File: src/rtl/nvfe_pkg.sv
// Package: shared sizing for the power-fail protected memory front end.
// Assumes a power-of-two bank count; all widths derive from these values.
package nvfe_pkg;
    localparam int ADDR_W_DEF  = 21;
    localparam int DATA_W_DEF  = 8;
    localparam int BANKS_DEF   = 4;
    localparam int REC_CYC_DEF = 4;
    localparam int SYNC_DEF    = 2;
endpackage

File: src/rtl/nvfe_sync.sv
// Module: multi-stage synchroniser for a bundle of asynchronous inputs.
// Assumes bus members are quasi-static while they are sampled; each bit is
// resynchronised independently with the given reset value.
module nvfe_sync #(
    parameter int         W       = 1,
    parameter int         STAGES  = 2,
    parameter logic [W-1:0] RST_VAL = '0
) (
    input  logic         clk,
    input  logic         rst_n,
    input  logic [W-1:0] d_async,
    output logic [W-1:0] q_sync
);
    logic [W-1:0] chain [STAGES];

    generate
        for (genvar s = 0; s < STAGES; s++) begin : g_stage
            // Purpose: shift the bundle one stage along the chain.
            always_ff @(posedge clk) begin
                if (!rst_n) begin
                    chain[s] <= RST_VAL;
                end else if (s == 0) begin
                    chain[s] <= d_async;
                end else begin
                    chain[s] <= chain[(s == 0) ? 0 : s-1];
                end
            end
        end
    endgenerate

    assign q_sync = chain[STAGES-1];
endmodule

File: src/rtl/nvfe_pwr_guard.sv
// Module: supply guard. Holds the port in protection from the moment the
// fail flag is seen until the fully-good flag is present with fail clear.
// Assumes synchronised flags; protection is the reset state.
module nvfe_pwr_guard (
    input  logic clk,
    input  logic rst_n,
    input  logic fail_s,
    input  logic good_s,
    output logic pwr_ok
);
    logic prot_q;

    // Purpose: sticky protection flag, set on fail, cleared only on good.
    always_ff @(posedge clk) begin
        if (!rst_n) begin
            prot_q <= 1'b1;
        end else if (fail_s) begin
            prot_q <= 1'b1;
        end else if (good_s) begin
            prot_q <= 1'b0;
        end
    end

    assign pwr_ok = ~prot_q & ~fail_s;
endmodule

File: src/rtl/nvfe_wr_track.sv
// Module: write cycle tracker. A cycle is active while both chip enable and
// write enable are low (so the later fall opens it and the earlier rise
// closes it). Latches address and data at the start, watches them for
// change, enforces the write-enable recovery window and aborts on power loss.
// Assumes synchronised strobes and buses.
module nvfe_wr_track #(
    parameter int ADDR_W  = 21,
    parameter int DATA_W  = 8,
    parameter int REC_CYC = 4
) (
    input  logic              clk,
    input  logic              rst_n,
    input  logic              ce_s,
    input  logic              we_s,
    input  logic [ADDR_W-1:0] addr_s,
    input  logic [DATA_W-1:0] data_s,
    input  logic              pwr_ok,
    output logic              wr_fire,
    output logic              wr_err,
    output logic [ADDR_W-1:0] wr_addr,
    output logic [DATA_W-1:0] wr_data
);
    localparam int RC_W = $clog2(REC_CYC + 1) + 1;

    logic            act, act_prev, we_prev;
    logic            start, finish, clean;
    logic            armed_q, aborted_q, changed_q;
    logic [RC_W-1:0] rec_cnt;

    assign act    = ~ce_s & ~we_s;
    assign start  = act & ~act_prev;
    assign finish = ~act & act_prev;

    // Purpose: edge history of the cycle and of write enable.
    always_ff @(posedge clk) begin
        if (!rst_n) begin
            act_prev <= 1'b0;
            we_prev  <= 1'b1;
        end else begin
            act_prev <= act;
            we_prev  <= we_s;
        end
    end

    // Purpose: recovery counter reloaded on every write-enable rise.
    always_ff @(posedge clk) begin
        if (!rst_n) begin
            rec_cnt <= '0;
        end else if (we_s && !we_prev) begin
            rec_cnt <= RC_W'(REC_CYC);
        end else if (rec_cnt != '0) begin
            rec_cnt <= rec_cnt - 1'b1;
        end
    end

    // Purpose: latch the cycle's target and track its validity.
    always_ff @(posedge clk) begin
        if (!rst_n) begin
            armed_q   <= 1'b0;
            aborted_q <= 1'b0;
            changed_q <= 1'b0;
            wr_addr   <= '0;
            wr_data   <= '0;
        end else if (start) begin
            armed_q   <= pwr_ok && (rec_cnt == '0);
            aborted_q <= 1'b0;
            changed_q <= 1'b0;
            wr_addr   <= addr_s;
            wr_data   <= data_s;
        end else if (act) begin
            if (!pwr_ok) begin
                aborted_q <= 1'b1;
            end
            if (addr_s != wr_addr || data_s != wr_data) begin
                changed_q <= 1'b1;
            end
        end else if (finish) begin
            armed_q <= 1'b0;
        end
    end

    assign clean   = finish & armed_q & ~aborted_q & pwr_ok;
    assign wr_fire = clean & ~changed_q;
    assign wr_err  = clean & changed_q;
endmodule

File: src/rtl/nvfe_bank_port.sv
// Module: bank side of the front end. Decodes the bank from the top address
// bits, registers the bank strobe, address and data, and returns the
// selected read byte and bus enable to the host.
// Assumes bank read data is combinational on bank_addr.
module nvfe_bank_port #(
    parameter int ADDR_W = 21,
    parameter int DATA_W = 8,
    parameter int BANKS  = 4
) (
    input  logic                    clk,
    input  logic                    rst_n,
    input  logic                    pwr_ok,
    input  logic                    ce_s,
    input  logic                    oe_s,
    input  logic                    we_s,
    input  logic [ADDR_W-1:0]       rd_addr,
    input  logic                    wr_fire,
    input  logic                    wr_err,
    input  logic [ADDR_W-1:0]       wr_addr,
    input  logic [DATA_W-1:0]       wr_data,
    input  logic [BANKS*DATA_W-1:0] bank_rdata,
    output logic [ADDR_W-$clog2(BANKS)-1:0] bank_addr,
    output logic [DATA_W-1:0]       bank_wdata,
    output logic [BANKS-1:0]        bank_we,
    output logic                    proto_err,
    output logic [DATA_W-1:0]       dq_o,
    output logic                    dq_oe
);
    localparam int SEL_W   = $clog2(BANKS);
    localparam int BANK_AW = ADDR_W - SEL_W;

    logic [BANKS-1:0]  wr_dec;
    logic [SEL_W-1:0]  rd_bank_q;
    logic [DATA_W-1:0] rd_mux;

    generate
        for (genvar g = 0; g < BANKS; g++) begin : g_dec
            assign wr_dec[g] = (wr_addr[ADDR_W-1 -: SEL_W] == SEL_W'(g));
        end
    endgenerate

    // Purpose: pick the read byte of the bank addressed last cycle.
    always_comb begin
        rd_mux = '0;
        for (int b = 0; b < BANKS; b++) begin
            if (rd_bank_q == SEL_W'(b)) begin
                rd_mux = bank_rdata[b*DATA_W +: DATA_W];
            end
        end
    end

    // Purpose: bank address, strobe and write data registers.
    always_ff @(posedge clk) begin
        if (!rst_n) begin
            bank_addr  <= '0;
            bank_wdata <= '0;
            bank_we    <= '0;
            rd_bank_q  <= '0;
        end else if (wr_fire) begin
            bank_addr  <= wr_addr[BANK_AW-1:0];
            bank_wdata <= wr_data;
            bank_we    <= wr_dec;
        end else begin
            bank_addr  <= rd_addr[BANK_AW-1:0];
            bank_we    <= '0;
            rd_bank_q  <= rd_addr[ADDR_W-1 -: SEL_W];
        end
    end

    // Purpose: host read data, bus enable and protocol error pulse.
    always_ff @(posedge clk) begin
        if (!rst_n) begin
            dq_o      <= '0;
            dq_oe     <= 1'b0;
            proto_err <= 1'b0;
        end else begin
            dq_o      <= rd_mux;
            dq_oe     <= pwr_ok & ~ce_s & ~oe_s & we_s;
            proto_err <= wr_err;
        end
    end
endmodule

File: src/rtl/nvfe_front.sv
// Module: top of the power-fail protected memory front end. Synchronises
// the host port and supply flags, tracks write cycles and drives four banks.
// Assumes host address and data are stable while a strobe edge is resolved.
module nvfe_front #(
    parameter int ADDR_W      = nvfe_pkg::ADDR_W_DEF,
    parameter int DATA_W      = nvfe_pkg::DATA_W_DEF,
    parameter int BANK_CNT    = nvfe_pkg::BANKS_DEF,
    parameter int REC_CYC     = nvfe_pkg::REC_CYC_DEF,
    parameter int SYNC_STAGES = nvfe_pkg::SYNC_DEF
) (
    input  logic                       clk,
    input  logic                       rst_n,
    input  logic                       host_ce_n,
    input  logic                       host_we_n,
    input  logic                       host_oe_n,
    input  logic [ADDR_W-1:0]          host_addr,
    input  logic [DATA_W-1:0]          host_dq_i,
    output logic [DATA_W-1:0]          host_dq_o,
    output logic                       host_dq_oe,
    input  logic                       pwr_fail,
    input  logic                       pwr_good,
    input  logic [BANK_CNT*DATA_W-1:0] bank_rdata,
    output logic [ADDR_W-$clog2(BANK_CNT)-1:0] bank_addr,
    output logic [DATA_W-1:0]          bank_wdata,
    output logic [BANK_CNT-1:0]        bank_we,
    output logic                       proto_err
);
    localparam int BUS_W = ADDR_W + DATA_W;

    logic              ce_s, we_s, oe_s;
    logic              fail_s, good_s, pwr_ok;
    logic [ADDR_W-1:0] addr_s, wr_addr;
    logic [DATA_W-1:0] data_s, wr_data;
    logic              wr_fire, wr_err;

    nvfe_sync #(.W(3), .STAGES(SYNC_STAGES), .RST_VAL(3'b111)) u_strb_sync (
        .clk(clk), .rst_n(rst_n),
        .d_async({host_ce_n, host_we_n, host_oe_n}),
        .q_sync({ce_s, we_s, oe_s})
    );

    nvfe_sync #(.W(BUS_W), .STAGES(SYNC_STAGES), .RST_VAL('0)) u_bus_sync (
        .clk(clk), .rst_n(rst_n),
        .d_async({host_addr, host_dq_i}),
        .q_sync({addr_s, data_s})
    );

    nvfe_sync #(.W(2), .STAGES(SYNC_STAGES), .RST_VAL(2'b10)) u_pwr_sync (
        .clk(clk), .rst_n(rst_n),
        .d_async({pwr_fail, pwr_good}),
        .q_sync({fail_s, good_s})
    );

    nvfe_pwr_guard u_guard (
        .clk(clk), .rst_n(rst_n),
        .fail_s(fail_s), .good_s(good_s), .pwr_ok(pwr_ok)
    );

    nvfe_wr_track #(.ADDR_W(ADDR_W), .DATA_W(DATA_W), .REC_CYC(REC_CYC)) u_track (
        .clk(clk), .rst_n(rst_n),
        .ce_s(ce_s), .we_s(we_s), .addr_s(addr_s), .data_s(data_s),
        .pwr_ok(pwr_ok),
        .wr_fire(wr_fire), .wr_err(wr_err),
        .wr_addr(wr_addr), .wr_data(wr_data)
    );

    nvfe_bank_port #(.ADDR_W(ADDR_W), .DATA_W(DATA_W), .BANKS(BANK_CNT)) u_port (
        .clk(clk), .rst_n(rst_n),
        .pwr_ok(pwr_ok), .ce_s(ce_s), .oe_s(oe_s), .we_s(we_s),
        .rd_addr(addr_s),
        .wr_fire(wr_fire), .wr_err(wr_err),
        .wr_addr(wr_addr), .wr_data(wr_data),
        .bank_rdata(bank_rdata),
        .bank_addr(bank_addr), .bank_wdata(bank_wdata), .bank_we(bank_we),
        .proto_err(proto_err),
        .dq_o(host_dq_o), .dq_oe(host_dq_oe)
    );
endmodule

File: config.mk
export PLATFORM = sky130hd
export DESIGN_NAME = nvfe_front
export DESIGN_NICKNAME = d
export VERILOG_FILES = /design/src/rtl/nvfe_pkg.sv /design/src/rtl/nvfe_sync.sv /design/src/rtl/nvfe_pwr_guard.sv /design/src/rtl/nvfe_wr_track.sv /design/src/rtl/nvfe_bank_port.sv /design/src/rtl/nvfe_front.sv
export SDC_FILE = /design/constraint.sdc
export NUM_CORES = 1
export LEC_CHECK = 0
export BUFFER_PORTS_ARGS = -buffer_cell sky130_fd_sc_hd__clkbuf_2
export CORE_UTILIZATION = 24
export DETAILED_ROUTE_END_ITERATION = 6
export PLACE_DENSITY = 0.39
export SLEW_MARGIN = 20
export SYNTH_ARGS = -nofsm -noshare
export SYNTH_HDL_FRONTEND = slang
export SYNTH_SLANG_ARGS = --single-unit
File: constraint.sdc
create_clock -name clk -period 2 [get_ports clk]
set_clock_uncertainty 0.15 [all_clocks]
set_input_delay 0.3 -clock clk [delete_from_list [all_inputs] [get_ports clk]]
set_output_delay 0.3 -clock clk [all_outputs]
set_load 0.005 [all_outputs]
==> results of run 1 <==
## final cells by class
| type | instances | area [µm²] | area share [%] |
|---|---|---|---|
| Clock buffer | 21 | 460 | 6.42 |
| Tap cell | 280 | 350 | 4.89 |
| Inverter | 7 | 26.3 | 0.367 |
| Clock inverter | 10 | 146 | 2.04 |
| Multi-Input combinational cell | 314 | 2190 | 30.5 |
| Sequential cell | 150 | 3000 | 41.9 |
| Timing Repair Buffer | 150 | 993 | 13.9 |
## per-stage QoR
step	util, %	instance area (µm²)
floorplan	-	5350
global placement	28.5	6210
detailed placement	28.5	6210
CTS	32.8	7160
global route	32.8	7170
finish	32.8	7170
## registers in the layout (all words and copies together), names as in the netlist
| signal | count |
|---|---|
| u_port.bank_we | 4 |
| u_track.wr_data | 8 |
| u_track.armed_q | 1 |
| u_track.aborted_q | 1 |
| u_pwr_sync.chain | 4 |
| u_strb_sync.chain | 6 |
| u_track.act_prev | 1 |
| u_track.rec_cnt | 4 |
| u_guard.prot_q | 1 |
| u_port.dq_oe | 1 |
| u_track.changed_q | 1 |
| u_track.we_prev | 1 |
| u_port.dq_o | 8 |
| u_port.proto_err | 1 |
| u_bus_sync.chain | 58 |
| u_track.wr_addr | 21 |
| u_port.bank_addr | 19 |
| u_port.rd_bank_q | 2 |
| u_port.bank_wdata | 8 |
## cells in the final DEF (no fill, tap or decap), drive strengths merged, types with 10 or more instances in the layout
cell / synthesis / routed
dfxtp: 150 / 150
clkbuf: 16 / 128
and2: 69 / 69
nand2: 64 / 64
dlygate4sd3: 0 / 34
nor2b: 30 / 30
mux2i: 30 / 30
a21boi: 29 / 29
xor2: 19 / 19
nor2: 12 / 12
xnor2: 11 / 11
nand2b: 10 / 10
## power by group through the flow
stage	combinational, µW	sequential, µW	clock (µW)
2_1_floorplan	285	3220	0
3_3_place_gp	422	3240	0
3_5_place_dp	440	3240	0
4_1_cts	494	3170	3400
5_1_grt	547	3190	3530
6_report	481	3170	3280
## cells by family (layout without fill, tap and decap cells)
logic type / Yosys count / count (layout) / share of synthesized area, %
adders and majority gates: 3 / 3 / 0.702
xor gates and xnor gates: 30 / 30 / 4.91
and+or+nand+nor: 208 / 208 / 21.4
muxes: 38 / 38 / 8.98
DFF: 150 / 150 / 56.1
buffers and inverters: 35 / 188 / 3.11
AOI/OAI and AO/OA: 35 / 35 / 4.75
## metal layers
layer  part of all wire, %  up-vias  GRT usage [%]
met4                   1.8        0           5.10
met5                     0        -              0
li1                      -     1890              -
met2                    45       79           17.1
met1                    49     1697           13.7
met3                   4.6       13           3.58
## worst reg2reg max path, delay by kind of cell (launching register included)
family,cells,cell delay (ns)
AO/OA/AOI/OAI,1,0.18
adder cells (fa/ha/maj),1,0.21
buffers and inverters,2,0.29
flip-flops,1,0.31
AND/OR/NAND/NOR,4,0.53
## worst min-delay path by stage
stage                                               to  slack, ns
floorplan                      u_port.dq_oe$_SDFF_PN0_       0.22
global placement    u_strb_sync.chain[1][0]$_SDFF_PN1_       0.25
detailed placement             u_port.dq_oe$_SDFF_PN0_       0.25
CTS                         u_track.we_prev$_SDFF_PN1_       0.01
global route        u_strb_sync.chain[0][2]$_SDFF_PN1_       0.04
finish                      u_track.we_prev$_SDFF_PN1_       0.04
## timing repair
item,in CTS,in global routing
hold buffers,34,0
setup endpoints to repair,0,1
resized for setup,0,1
hold endpoints to repair,34,0
==> flow_summary.json, run 1 <==
{
  "ir_worst_vdd_v": 0.000454,
  "antennaDiodeCount": 0,
  "cts_max_path_buffers": 2,
  "yosysWarnings": 0,
  "rsz0062_at_grt": "false",
  "power.density_nw_per_um2": 968,
  "crit_type": "register to register",
  "drt_iter0_drc": 170,
  "synth_area_leaders": "dfxtp_1, and2_1, mux2i_1",
  "synth.largest_area_cell": "dfxtp_1",
  "fin_cells": 932,
  "nNetsFinal": 711,
  "slew_headroom_pct": 67.1,
  "vias_per_cell": 3.95,
  "detailed_place_hpwl_um": 7890,
  "portBuffers": 108,
  "synth_ff_type": "dfxtp_1",
  "cap_violations": 0,
  "setup_violations": 0,
  "holdWs_ns": 0.0378,
  "syn_to_final_growth_pct": 34.0,
  "critPathBufInv": 2,
  "crit_cells": 8,
  "grt_pass1_vias": 3652,
  "crit_start": "u_strb_sync.chain[1][1]$_SDFF_PN1_",
  "power_uw": 6940,
  "htree_levels": 4,
  "timing.rr.end": "u_port.bank_addr[5]$_SDFF_PN0_",
  "overflow": 0,
  "drive_gt1_share_pct": 24.4,
  "crit_path_end_kind": "register",
  "grt_antenna_before_repair": 0,
  "async_reset_ff_share_pct": 0,
  "seqPwrFrac_pct": 45.7,
  "cts.clk_slew.worst_paths_ns": 0.06,
  "synth_cell_type_count": 32,
  "drv_slew": 0,
  "max_stage_delay_ns": 0.31,
  "status": "finished clean",
  "die_x_um": 151,
  "leakage_uw": 0.00294,
  "setup_slack_ns": 0.254,
  "min_period_over_period_pct": 87.3,
  "fmax_ghz": 0.573,
  "path_delay_family": "simple AND/OR/NAND/NOR gates",
  "rows": 54,
  "clkPwrFrac_pct": 47.3,
  "arrival_ns": 1.94,
  "r2r_setup_slack_ns": 0.25,
  "synth-edff-count": 0,
  "synth_seq_cells": 150,
  "p_sw_uw": 1520,
  "hold_depth": 2,
  "routed_wl_um": 11700,
  "fillCellCount": 2267,
  "root_buffer": "clkbuf_16",
  "yosysTopAreaCellShare_pct": 56.1,
  "wl_per_cell_um": 12.5,
  "ant_nets": 0,
  "switching_share_pct": 21.9,
  "comb_power_share_pct": 6.9,
  "worst_slew_pin_slew_ns": 0.492,
  "p_int_uw": 5420,
  "vias": 3679,
  "cts_setup_buffers": 0,
  "clk-insertion-delay-late_ns": 0.42,
  "syn_inst": 499,
  "synth_most_common_cell": "dfxtp_1",
  "grt_max_degree": 74,
  "die_area_um2": 22900,
  "cp-endpoint": "u_port.bank_addr[5]$_SDFF_PN0_",
  "cp.required_ns": 2.19,
  "gp_congestion": 0.729,
  "grt_first_pass_wirelength_um": 18700,
  "layout_min_cycle_time_ns": 1.75,
  "die_y_um": 151,
  "grt_usage_pct": 11.0,
  "core_um2": 21800,
  "synthTopCellsByCount": "dfxtp_1, and2_1, nand2_1",
  "hold_violations": 0,
  "cts_made_buffers": 17,
  "r2r-start": "u_strb_sync.chain[1][1]$_SDFF_PN1_",
  "hp-class": "input port to register",
  "route.detailed.drc": 0,
  "initial_core_util_pct": 24.5,
  "place_inst": 867,
  "reg2reg_depth": 8,
  "cp_max_fo": 29,
  "synth_area_um2": 5350,
  "post-place-ws_ns": 0.202,
  "synth_nets": 570,
  "ioPinCount": 109,
  "cts_tree": "built",
  "cts_sinks": 150,
  "drtPass1Iterations": 4,
  "slowest_stage": "dfxtp_1",
  "synth_area_per_cell_um2": 10.7,
  "tns_ns": 0,
  "hp-start": "rst_n",
  "yosysSeqAreaShare_pct": 56.1,
  "cp_cell_sequence": "nor2_1 -> inv_1 -> ha_1 -> nand3b_4 -> nand3b_1 -> buf_12 -> nand2_1 -> a21boi_0",
  "cp-start-kind": "register"
}
(Power assumes the default switching activity.)
==> inputs of run 2 (changes only) <==
Settings changed: PLACE_DENSITY 0.39 to not set.
==> run 2 against run 1 <==
Compared with the run above: hold slack improved by 0.0096 ns; via count shrank 0.19%; critical path depth stayed put; largest cell class unchanged.
==> flow_summary.json, run 2 (synthesized netlist as in run 1, its figures left out) <==
{
  "die_x_um": 151,
  "multi_input_comb_area_um2": 2180,
  "htree_levels": 4,
  "regMostFlops": "u_bus_sync.chain",
  "overflow": 0,
  "cts_setup_buffers": 0,
  "cp.required_ns": 2.20,
  "setup_violations": 0,
  "portBuffers": 108,
  "ir_worst_vdd_v": 0.000401,
  "fin_cells": 936,
  "gp_congestion": 0.672,
  "final_cell_mix": "dfxtp_1, clkbuf_2, and2_1",
  "cp-start-kind": "register",
  "drtPass1Iterations": 6,
  "cp_max_fo": 16,
  "place_inst": 869,
  "layout_min_cycle_time_ns": 1.74,
  "hp-class": "input port to register",
  "ioPinCount": 109,
  "rows": 54,
  "route.detailed.drc": 0,
  "rsz0062_at_grt": "false",
  "drt_iter0_drc": 155,
  "largest_reg_flops": 58,
  "layout_commonest_cell": "dfxtp_1",
  "vias_per_cell": 3.92,
  "cts.clk_slew.worst_paths_ns": 0.06,
  "cts_max_path_buffers": 2,
  "tns_ns": 0,
  "core_um2": 21800,
  "cts_made_buffers": 17,
  "worst_slew_pin_slew_ns": 0.426,
  "hold_violations": 0,
  "regArea_um2": 3000,
  "drv_slew": 0,
  "post-place-ws_ns": 0.261,
  "power_uw": 6840,
  "root_buffer": "clkbuf_16",
  "cts_sinks": 150,
  "arrival_ns": 1.94,
  "leakage_uw": 0.00292,
  "die_area_um2": 22900,
  "grt_max_degree": 56,
  "cts_tree": "built",
  "detailed_place_hpwl_um": 8070,
  "grt_pass1_vias": 3670,
  "status": "finished clean",
  "grt_usage_pct": 11.1,
  "grt_antenna_before_repair": 1,
  "min_period_over_period_pct": 87.1,
  "fillCellCount": 2277,
  "die_y_um": 151,
  "ant_nets": 0,
  "vias": 3672,
  "routed_wl_um": 11700,
  "fmax_ghz": 0.574,
  "cap_violations": 0,
  "wl_per_cell_um": 12.5,
  "slew_headroom_pct": 71.5,
  "crit_type": "register to register",
  "setup_slack_ns": 0.258,
  "initial_core_util_pct": 24.5,
  "clk-insertion-delay-late_ns": 0.42,
  "crit_path_end_kind": "register",
  "power.density_nw_per_um2": 962,
  "nNetsFinal": 713,
  "syn_to_final_growth_pct": 33.0,
  "drive_gt1_share_pct": 24.9,
  "top_regs": "u_bus_sync.chain x58, u_track.wr_addr x21, u_port.bank_addr x19",
  "grt_first_pass_wirelength_um": 18900
}
==> run 2: repair_timing <==
item	CTS	global route
resized for setup	0	0
endpoints found under the hold margin	34	0
hold buffers	34	0
==> run 2: final timing paths <==
| path | from | end | slack, ns | cells past startpoint |
|---|---|---|---|---|
| hold reg to reg | u_pwr_sync.chain[0][1]$_SDFF_PN1_ | u_pwr_sync.chain[1][1]$_SDFF_PN1_ | 0.26 | 1 |
| setup reg to reg | u_strb_sync.chain[1][1]$_SDFF_PN1_ | u_port.bank_addr[18]$_SDFF_PN0_ | 0.26 | 8 |
| setup / recovery | u_strb_sync.chain[1][1]$_SDFF_PN1_ | u_port.bank_addr[18]$_SDFF_PN0_ | 0.26 | 8 |
| hold / removal | rst_n | u_pwr_sync.chain[0][1]$_SDFF_PN1_ | 0.05 | 2 |
==> run 2: routing by layer <==
| layer | GRT usage [%] | share of wire, % |
|---|---|---|
| met3 | 3.25 | 4.2 |
| met4 | 5.10 | 1.6 |
| met1 | 13.6 | 47 |
| met2 | 17.8 | 47 |
| met5 | 0 | 0 |
==> run 2: final cells by class <==
cell class / instances / area share, %
Antenna cell: 1 / 0.0352
Inverter: 7 / 0.369
Sequential cell: 150 / 42.2
Clock inverter: 15 / 2.36
Tap cell: 280 / 4.92
Multi-Input combinational cell: 314 / 30.7
Clock buffer: 17 / 5.98
Timing Repair Buffer: 152 / 13.5
==> run 2: worst max-delay path, cell delays in order (launching register included) <==
cell	delay (ns)
dfxtp_1	0.32
nor2_1	0.18
inv_1	0.08
ha_1	0.22
nand3b_4	0.11
nand3b_1	0.13
buf_4	0.24
nand2_1	0.08
a21boi_1	0.15
==> run 2: power by group <==
part	leakage, µW	internal [µW]	switching [µW]
logic	0.00141	271	202
clock network	0.000279	1860	1340
registers	0.00123	3110	63.4
total	0.00292	5240	1600
==> run 2: stage by stage <==
stage | hold slack [ns] | utilization, % | cell area (µm²)
after floorplan | 0.224 | - | 5350
final | 0.0474 | 32.6 | 7120
after CTS | 0.0456 | 32.6 | 7110
after global routing | 0.0637 | 32.6 | 7120
after detailed placement | 0.249 | 28.3 | 6180
after global placement | 0.247 | 28.3 | 6180
